## config.mk

```make
export PLATFORM = sky130hd
export DESIGN_NAME = commit_voter
export DESIGN_NICKNAME = d
export VERILOG_FILES = /design/src/rtl/cv_pkg.sv /design/src/rtl/cv_vote.sv /design/src/rtl/cv_ctrl.sv /design/src/rtl/cv_dpath.sv /design/src/rtl/commit_voter.sv
export SDC_FILE = /design/constraint.sdc
export NUM_CORES = 1
export LEC_CHECK = 0
export BUFFER_PORTS_ARGS = -buffer_cell sky130_fd_sc_hd__buf_2
export CORE_MARGIN = 2
export CORE_UTILIZATION = 50
export DETAILED_ROUTE_END_ITERATION = 7
export PLACE_DENSITY = 0.69
export SLEW_MARGIN = 25
export SYNTH_ARGS = -nofsm -noshare
export SYNTH_HDL_FRONTEND = slang
export SYNTH_HIERARCHICAL = 1
export SYNTH_SLANG_ARGS = --single-unit
```

## constraint.sdc

```tcl
create_clock -name clk -period 4.6 [get_ports clk]
set_input_delay 0.92 -clock clk [delete_from_list [all_inputs] [get_ports clk]]
set_output_delay 0.92 -clock clk [all_outputs]
set_load 0.02 [all_outputs]
```

## src/rtl/cv_pkg.sv

```systemverilog
`timescale 1ns/1ps
package cv_pkg;
  localparam int SLOTS  = 4;
  localparam int HOLD   = 4;
  localparam int VOTERS = 2;
  localparam int DW     = 16;
  localparam int TW     = 4;
  localparam int COPIES = 3;
  localparam int IDXW   = $clog2((SLOTS > HOLD) ? SLOTS : HOLD);

  typedef struct packed {
    logic [VOTERS-1:0] fire;
    logic [HOLD-1:0]   clr;
    logic [HOLD-1:0]   wr;
  } strobe_t;
endpackage

```

## src/rtl/cv_vote.sv

```systemverilog
`timescale 1ns/1ps
module cv_vote import cv_pkg::*; (
  input  logic          mode,
  input  logic [DW-1:0] a,
  input  logic [DW-1:0] b,
  input  logic [DW-1:0] c,
  output logic [DW-1:0] val,
  output logic          err,
  output logic          noMaj
);
  logic eqAB, eqAC, eqBC;
  assign eqAB = (a == b);
  assign eqAC = (a == c);
  assign eqBC = (b == c);

  always_comb begin
    val   = a;
    err   = 1'b0;
    noMaj = 1'b0;
    if (!mode) begin
      err = !eqAB;
    end else begin
      err = !(eqAB && eqAC);
      if (!eqAB && !eqAC && eqBC) val = b;
      noMaj = !eqAB && !eqAC && !eqBC;
    end
  end
endmodule

```

## src/rtl/cv_ctrl.sv

```systemverilog
`timescale 1ns/1ps
module cv_ctrl import cv_pkg::*; (
  input  logic                          mode,
  input  logic [SLOTS-1:0]              resValid,
  input  logic [SLOTS*TW-1:0]           resTag,
  input  logic [VOTERS-1:0]             cfgEn,
  input  logic [VOTERS*COPIES-1:0]      cfgSrc,
  input  logic [VOTERS*COPIES*IDXW-1:0] cfgIdx,
  input  logic [SLOTS-1:0]              storeEn,
  input  logic [SLOTS*IDXW-1:0]         storeIdx,
  input  logic [HOLD-1:0]               holdValid,
  input  logic [HOLD*TW-1:0]            holdTag,
  output strobe_t                       stb
);
  localparam int NCP = VOTERS * COPIES;

  logic [NCP-1:0] cpPres;
  logic [TW-1:0]  cpTag [NCP];
  logic [VOTERS-1:0] ready;

  for (genvar k = 0; k < NCP; k++) begin : g_copy
    logic [IDXW-1:0] idx;
    assign idx      = cfgIdx[k*IDXW +: IDXW];
    assign cpPres[k] = cfgSrc[k] ? holdValid[idx] : resValid[idx];
    assign cpTag[k]  = cfgSrc[k] ? holdTag[idx*TW +: TW] : resTag[idx*TW +: TW];
  end

  for (genvar v = 0; v < VOTERS; v++) begin : g_lane
    logic pairOk, thirdOk;
    assign pairOk  = cpPres[v*COPIES] && cpPres[v*COPIES+1] &&
                     (cpTag[v*COPIES] == cpTag[v*COPIES+1]);
    assign thirdOk = cpPres[v*COPIES+2] && (cpTag[v*COPIES+2] == cpTag[v*COPIES]);
    assign ready[v] = pairOk && (!mode || thirdOk);
  end

  always_comb begin
    stb      = '0;
    stb.fire = cfgEn & ready;
    for (int v = 0; v < VOTERS; v++) begin
      for (int c = 0; c < COPIES; c++) begin
        if (stb.fire[v] && cfgSrc[v*COPIES+c] && (c < 2 || mode))
          stb.clr[cfgIdx[(v*COPIES+c)*IDXW +: IDXW]] = 1'b1;
      end
    end
    for (int s = 0; s < SLOTS; s++) begin
      if (storeEn[s] && resValid[s]) stb.wr[storeIdx[s*IDXW +: IDXW]] = 1'b1;
    end
  end
endmodule

```

## src/rtl/cv_dpath.sv

```systemverilog
`timescale 1ns/1ps
module cv_dpath import cv_pkg::*; (
  input  logic                          clk,
  input  logic                          rst,
  input  logic                          mode,
  input  logic [SLOTS-1:0]              resValid,
  input  logic [SLOTS*DW-1:0]           resData,
  input  logic [SLOTS*TW-1:0]           resTag,
  input  logic [VOTERS*COPIES-1:0]      cfgSrc,
  input  logic [VOTERS*COPIES*IDXW-1:0] cfgIdx,
  input  logic [SLOTS-1:0]              storeEn,
  input  logic [SLOTS*IDXW-1:0]         storeIdx,
  input  strobe_t                       stb,
  output logic [HOLD-1:0]               holdValid,
  output logic [HOLD*TW-1:0]            holdTag,
  output logic [VOTERS-1:0]             cmtValid,
  output logic [VOTERS*DW-1:0]          cmtData,
  output logic [VOTERS*TW-1:0]          cmtTag,
  output logic [VOTERS-1:0]             cmtErr,
  output logic [VOTERS-1:0]             cmtNoMaj
);
  localparam int NCP = VOTERS * COPIES;

  logic [DW-1:0] hd [HOLD];
  logic [TW-1:0] ht [HOLD];
  logic [DW-1:0] wrData [HOLD];
  logic [TW-1:0] wrTag  [HOLD];
  logic [DW-1:0] cpData [NCP];

  for (genvar h = 0; h < HOLD; h++) begin : g_htag
    assign holdTag[h*TW +: TW] = ht[h];
  end

  always_comb begin
    for (int h = 0; h < HOLD; h++) begin
      wrData[h] = '0;
      wrTag[h]  = '0;
      for (int s = 0; s < SLOTS; s++) begin
        if (storeEn[s] && resValid[s] && (int'(storeIdx[s*IDXW +: IDXW]) == h)) begin
          wrData[h] = resData[s*DW +: DW];
          wrTag[h]  = resTag[s*TW +: TW];
        end
      end
    end
  end

  always_ff @(posedge clk) begin
    if (rst) begin
      holdValid <= '0;
      for (int h = 0; h < HOLD; h++) begin
        hd[h] <= '0;
        ht[h] <= '0;
      end
    end else begin
      for (int h = 0; h < HOLD; h++) begin
        if (stb.wr[h]) begin
          holdValid[h] <= 1'b1;
          hd[h]        <= wrData[h];
          ht[h]        <= wrTag[h];
        end else if (stb.clr[h]) begin
          holdValid[h] <= 1'b0;
        end
      end
    end
  end

  for (genvar k = 0; k < NCP; k++) begin : g_mux
    logic [IDXW-1:0] idx;
    assign idx       = cfgIdx[k*IDXW +: IDXW];
    assign cpData[k] = cfgSrc[k] ? hd[idx] : resData[idx*DW +: DW];
  end

  for (genvar v = 0; v < VOTERS; v++) begin : g_lane
    logic [DW-1:0]   val;
    logic            err, noMaj;
    logic [IDXW-1:0] idx0;
    logic [TW-1:0]   tag0;
    assign idx0 = cfgIdx[v*COPIES*IDXW +: IDXW];
    assign tag0 = cfgSrc[v*COPIES] ? ht[idx0] : resTag[idx0*TW +: TW];

    cv_vote u_vote (
      .mode (mode),
      .a    (cpData[v*COPIES]),
      .b    (cpData[v*COPIES+1]),
      .c    (cpData[v*COPIES+2]),
      .val  (val),
      .err  (err),
      .noMaj(noMaj)
    );

    always_ff @(posedge clk) begin
      if (rst) begin
        cmtValid[v]            <= 1'b0;
        cmtData[v*DW +: DW]    <= '0;
        cmtTag[v*TW +: TW]     <= '0;
        cmtErr[v]              <= 1'b0;
        cmtNoMaj[v]            <= 1'b0;
      end else begin
        cmtValid[v]            <= stb.fire[v];
        cmtData[v*DW +: DW]    <= stb.fire[v] ? val  : '0;
        cmtTag[v*TW +: TW]     <= stb.fire[v] ? tag0 : '0;
        cmtErr[v]              <= stb.fire[v] && err;
        cmtNoMaj[v]            <= stb.fire[v] && noMaj;
      end
    end
  end
endmodule

```

## src/rtl/commit_voter.sv

```systemverilog
`timescale 1ns/1ps
module commit_voter import cv_pkg::*; (
  input  logic                          clk,
  input  logic                          rst,
  input  logic                          mode,
  input  logic [SLOTS-1:0]              resValid,
  input  logic [SLOTS*DW-1:0]           resData,
  input  logic [SLOTS*TW-1:0]           resTag,
  input  logic [VOTERS-1:0]             cfgEn,
  input  logic [VOTERS*COPIES-1:0]      cfgSrc,
  input  logic [VOTERS*COPIES*IDXW-1:0] cfgIdx,
  input  logic [SLOTS-1:0]              storeEn,
  input  logic [SLOTS*IDXW-1:0]         storeIdx,
  output logic [VOTERS-1:0]             cmtValid,
  output logic [VOTERS*DW-1:0]          cmtData,
  output logic [VOTERS*TW-1:0]          cmtTag,
  output logic [VOTERS-1:0]             cmtErr,
  output logic [VOTERS-1:0]             cmtNoMaj
);
  strobe_t           stb;
  logic [HOLD-1:0]   holdValid;
  logic [HOLD*TW-1:0] holdTag;

  cv_ctrl u_ctrl (
    .mode(mode), .resValid(resValid), .resTag(resTag), .cfgEn(cfgEn),
    .cfgSrc(cfgSrc), .cfgIdx(cfgIdx), .storeEn(storeEn), .storeIdx(storeIdx),
    .holdValid(holdValid), .holdTag(holdTag), .stb(stb)
  );

  cv_dpath u_dpath (
    .clk(clk), .rst(rst), .mode(mode), .resValid(resValid), .resData(resData),
    .resTag(resTag), .cfgSrc(cfgSrc), .cfgIdx(cfgIdx), .storeEn(storeEn),
    .storeIdx(storeIdx), .stb(stb), .holdValid(holdValid), .holdTag(holdTag),
    .cmtValid(cmtValid), .cmtData(cmtData), .cmtTag(cmtTag), .cmtErr(cmtErr),
    .cmtNoMaj(cmtNoMaj)
  );
endmodule

```

==> flow_summary_export.csv <==
group,metric,value,unit
outcome,run_status,"finished with violations",
outcome,violations,"DRC",
sta,setup_viol,0,
final_layout,fin_nets,1585,
sta,slew_headroom,18.85,%
sta,finalHoldViolCount,0,
critical_path,critPathLaunchType,"input port",
synth,synth_seq_area_share,19.23,%
clock_tree,cts.clk_slew.worst_paths,0.06,ns
place,port_buffers,164,
clock_tree,cts-root-buf,"clkbuf_16",
worst_hold_path,hp-start,"u_dpath/holdValid[3]",
sta,setup_ws,0.4324,ns
grt,antenna_found_initial,12,
grt,grt_pass1_vias,14569,
critical_path,slowest_delay,0.88,ns
route,avgViaCountPerCell,7.770,
final_layout,final_area,19320,sq um
synth,synth.net_count,1522,
place,postPlaceCellArea,18620,sq um
final_layout,final_util,55.65,%
grt,grt_pass1_wl,94.60,mm
sta,rsz0062_at_grt,"no",
clock_tree,post_cts_resized,0,
critical_path,crit_path_end_kind,"register",
clock_tree,clockBufferDepth,2,
place,place.gp.congestion,0.9965,
grt,grt_busiest_layer,"met2",
final_layout,stdcell_count,1945,
clock_tree,cts_hold_buf,0,
route,wl_per_cell,33.21,microns
clock_tree,numClockSinks,130,
sta,setup_tns,0,ns
sta,timing.hold.ws,0.5889,ns
grt,met2_usage,51.45,%
grt,grt_util_all_layers,35.30,%
synth,ys_types,70,
job,drv_cap,0,
die,die_area,36920,sq um
synth,synth_edf_count,80,
route,postRouteAntennaNets,0,
sta,period_share,90.60,%
route,routed_wl,64.59,mm
final_layout,area_growth,9.141,%
sta,fmax,239.9,MHz
synth,avgSynthCellArea,12.62,sq um
die,ios,165,
route,firstDrtPassIters,8,
clock_tree,htree_levels,4,
synth,synthCells,1403,
die,chipHeight,192.1,microns
critical_path,cp_cell_sequence,"buf_2 > buf_12 > mux4_1 > mux2_2 > xor2_1 > nor4_2 > nand4_1 > nor3_4 > mux2_2 > and2_1",
clock_tree,post_cts_buffers,0,
route,via_count,15113,
place,dp_cells,1902,
sta,period_minus_slack,4.168,ns
die,die_width,192.1,microns
power_and_ir_drop,switching_share,34.42,%
grt,grt_max_degree,50,
critical_path,crit_path_start,"cfgIdx[2]",
critical_path,crit_slowest_cell,"nor3_4",
power_and_ir_drop,p_comb_share,38.6,%
power_and_ir_drop,p_int,3.237,mW
sta,clock-skew-final,0.01535,ns
place,dpl_worst_slack,-0.02261,ns
die,row_count,68,
power_and_ir_drop,clockPowerShare,32.3,%
die,initial_core_util,50.99,%
final_layout,drive_above_1_share,38.47,%
critical_path,cpMostUsedCell,"mux2_2",
place,hpwlAfterDp,42.88,mm
synth,synth.ff_latch_count,130,
power_and_ir_drop,total_power,4.936,mW
clock_tree,clk_latency,0.46,ns
grt,use_met3,13.59,%
synth,yosysWarnings,6,
final_layout,final.fill_count,2935,
clock_tree,numCtsBuffers,17,
critical_path,worst-path-max-fanout,23,
route,drtIter0Drc,2531,
power_and_ir_drop,ir_drop,0.0002940,V
power_and_ir_drop,p_per_area,255.5,nW/um^2
grt,grt_use_met1,45.90,%
sta,slew_violations,0,
sta,worst_pin_slew,1.217,ns
synth,syn_area,17700,sq um
power_and_ir_drop,power.switching,1.699,mW
power_and_ir_drop,power_leakage,7.123,nW
critical_path,cp.arrival,4.51,ns
synth,ys.flop_type,"edfxtp_1",
critical_path,critPathKind,"input port to register",
worst_hold_path,hp-class,"register to register",
die,coreArea,34710,sq um
grt,overflow,0,
critical_path,r2r_start,"u_dpath/hd[2][2]",
clock_tree,tritoncts,"yes",
critical_path,crit_required,4.94,ns
route,drc_errors,1,
synth,synth-async-reset-ratio,0,%
power_and_ir_drop,seqPwrFrac,29.1,%
-- cell type report --
class | count | area [sq um] | area share (%)
multi-input cells | 1061 | 13010 | 67.36
flip-flops and latches | 130 | 3403 | 17.62
repair buffers | 223 | 1516 | 7.850
well taps | 455 | 569.3 | 2.947
clock buffers | 18 | 429.2 | 2.222
clock inverters | 14 | 235.2 | 1.218
inverters | 33 | 123.9 | 0.6412
diodes | 11 | 27.53 | 0.1425
-- synth_stat cells (all sizes together) (3+ instances only) --
cell | number | area share, %
a21oi | 7 | 0.20
a221oi | 80 | 4.7
a32oi | 3 | 0.15
and2 | 38 | 1.3
and3 | 3 | 0.11
and4b | 3 | 0.19
buf | 83 | 3.5
clkbuf | 81 | 2.4
clkdlybuf4s15 | 15 | 0.85
dfxtp | 50 | 5.7
edfxtp | 80 | 14
inv | 32 | 0.68
mux2 | 130 | 8.7
mux2i | 35 | 2.0
mux4 | 266 | 37
nand2 | 79 | 1.7
nand3 | 19 | 0.54
nand3b | 5 | 0.21
nand4 | 27 | 0.95
nand4b | 4 | 0.20
nor2 | 38 | 0.81
nor2b | 4 | 0.14
nor3 | 9 | 0.41
nor3b | 8 | 0.34
nor4 | 14 | 0.86
o211ai | 3 | 0.13
o21ai | 123 | 3.5
o22ai | 4 | 0.14
o32ai | 21 | 1.9
o41ai | 3 | 0.40
or2 | 4 | 0.14
xnor2 | 75 | 3.7
xor2 | 36 | 1.8
-- state kept, by name, indices dropped and copies added (netlist names) --
register and flops:
u_dpath/cmtData 32, u_dpath/cmtErr 2, u_dpath/cmtNoMaj 2, u_dpath/cmtTag 8
u_dpath/cmtValid 2, u_dpath/hd 64, u_dpath/holdValid 4, u_dpath/ht 16
-- logic make-up (layout without fill, tap and decap cells) --
logic type,count (synthesis),in the layout,share of synthesized area [%]
compound gates,254,254,11.55
simple gates,265,265,8.511
flops,130,130,19.23
buf+inv,212,288,7.472
xor+xnor,111,111,5.493
other cells,0,11,0
mux,431,431,47.74
-- power by group through the flow --
stage / logic, mW / clock network [mW] / registers [mW]
after floorplan: 1.35 / 0 / 1.40
after global placement: 1.81 / 0 / 1.45
after detailed placement: 1.83 / 0 / 1.45
after CTS: 1.85 / 1.61 / 1.43
after global routing: 1.97 / 1.65 / 1.44
final: 1.90 / 1.60 / 1.44
-- layer usage --
layer  routed length, microns  part of all wire [%]
met5                       29                 0.045
met4                     3858                   6.0
met3                    10500                    16
met1                    22510                    35
met2                    27690                    43
-- worst max-delay path, delay by kind of cell --
kind,cells,cell delay (ns)
buffers and inverters,2,0.39
multiplexers,3,1.34
XOR/XNOR,1,0.19
AND/OR/NAND/NOR,4,1.63
-- cells in the final DEF (no fill, tap or decap), types with 36 or more instances in the layout --
cell type | netlist | final
a221oi_1 | 60 | 60
and2_1 | 38 | 38
buf_2 | 28 | 163
buf_4 | 5 | 40
dfxtp_1 | 50 | 50
edfxtp_1 | 80 | 80
mux2_2 | 110 | 110
mux4_1 | 151 | 151
mux4_2 | 115 | 115
nand2_1 | 79 | 79
nor2_1 | 38 | 38
o21ai_0 | 79 | 79
o21ai_1 | 44 | 44
xnor2_1 | 75 | 75
xor2_1 | 36 | 36
-- worst paths after layout --
| kind | slack, ns | endpoint | cells past startpoint |
|---|---|---|---|
| setup / recovery | 0.43 | u_dpath/cmtData[1] | 10 |
| hold / removal | 0.59 | u_dpath/holdValid[3] | 2 |
| setup reg to reg | 0.85 | u_dpath/cmtData[1] | 8 |
| hold reg to reg | 0.59 | u_dpath/holdValid[3] | 2 |
Note: power is estimated with default switching activity, not from simulation.
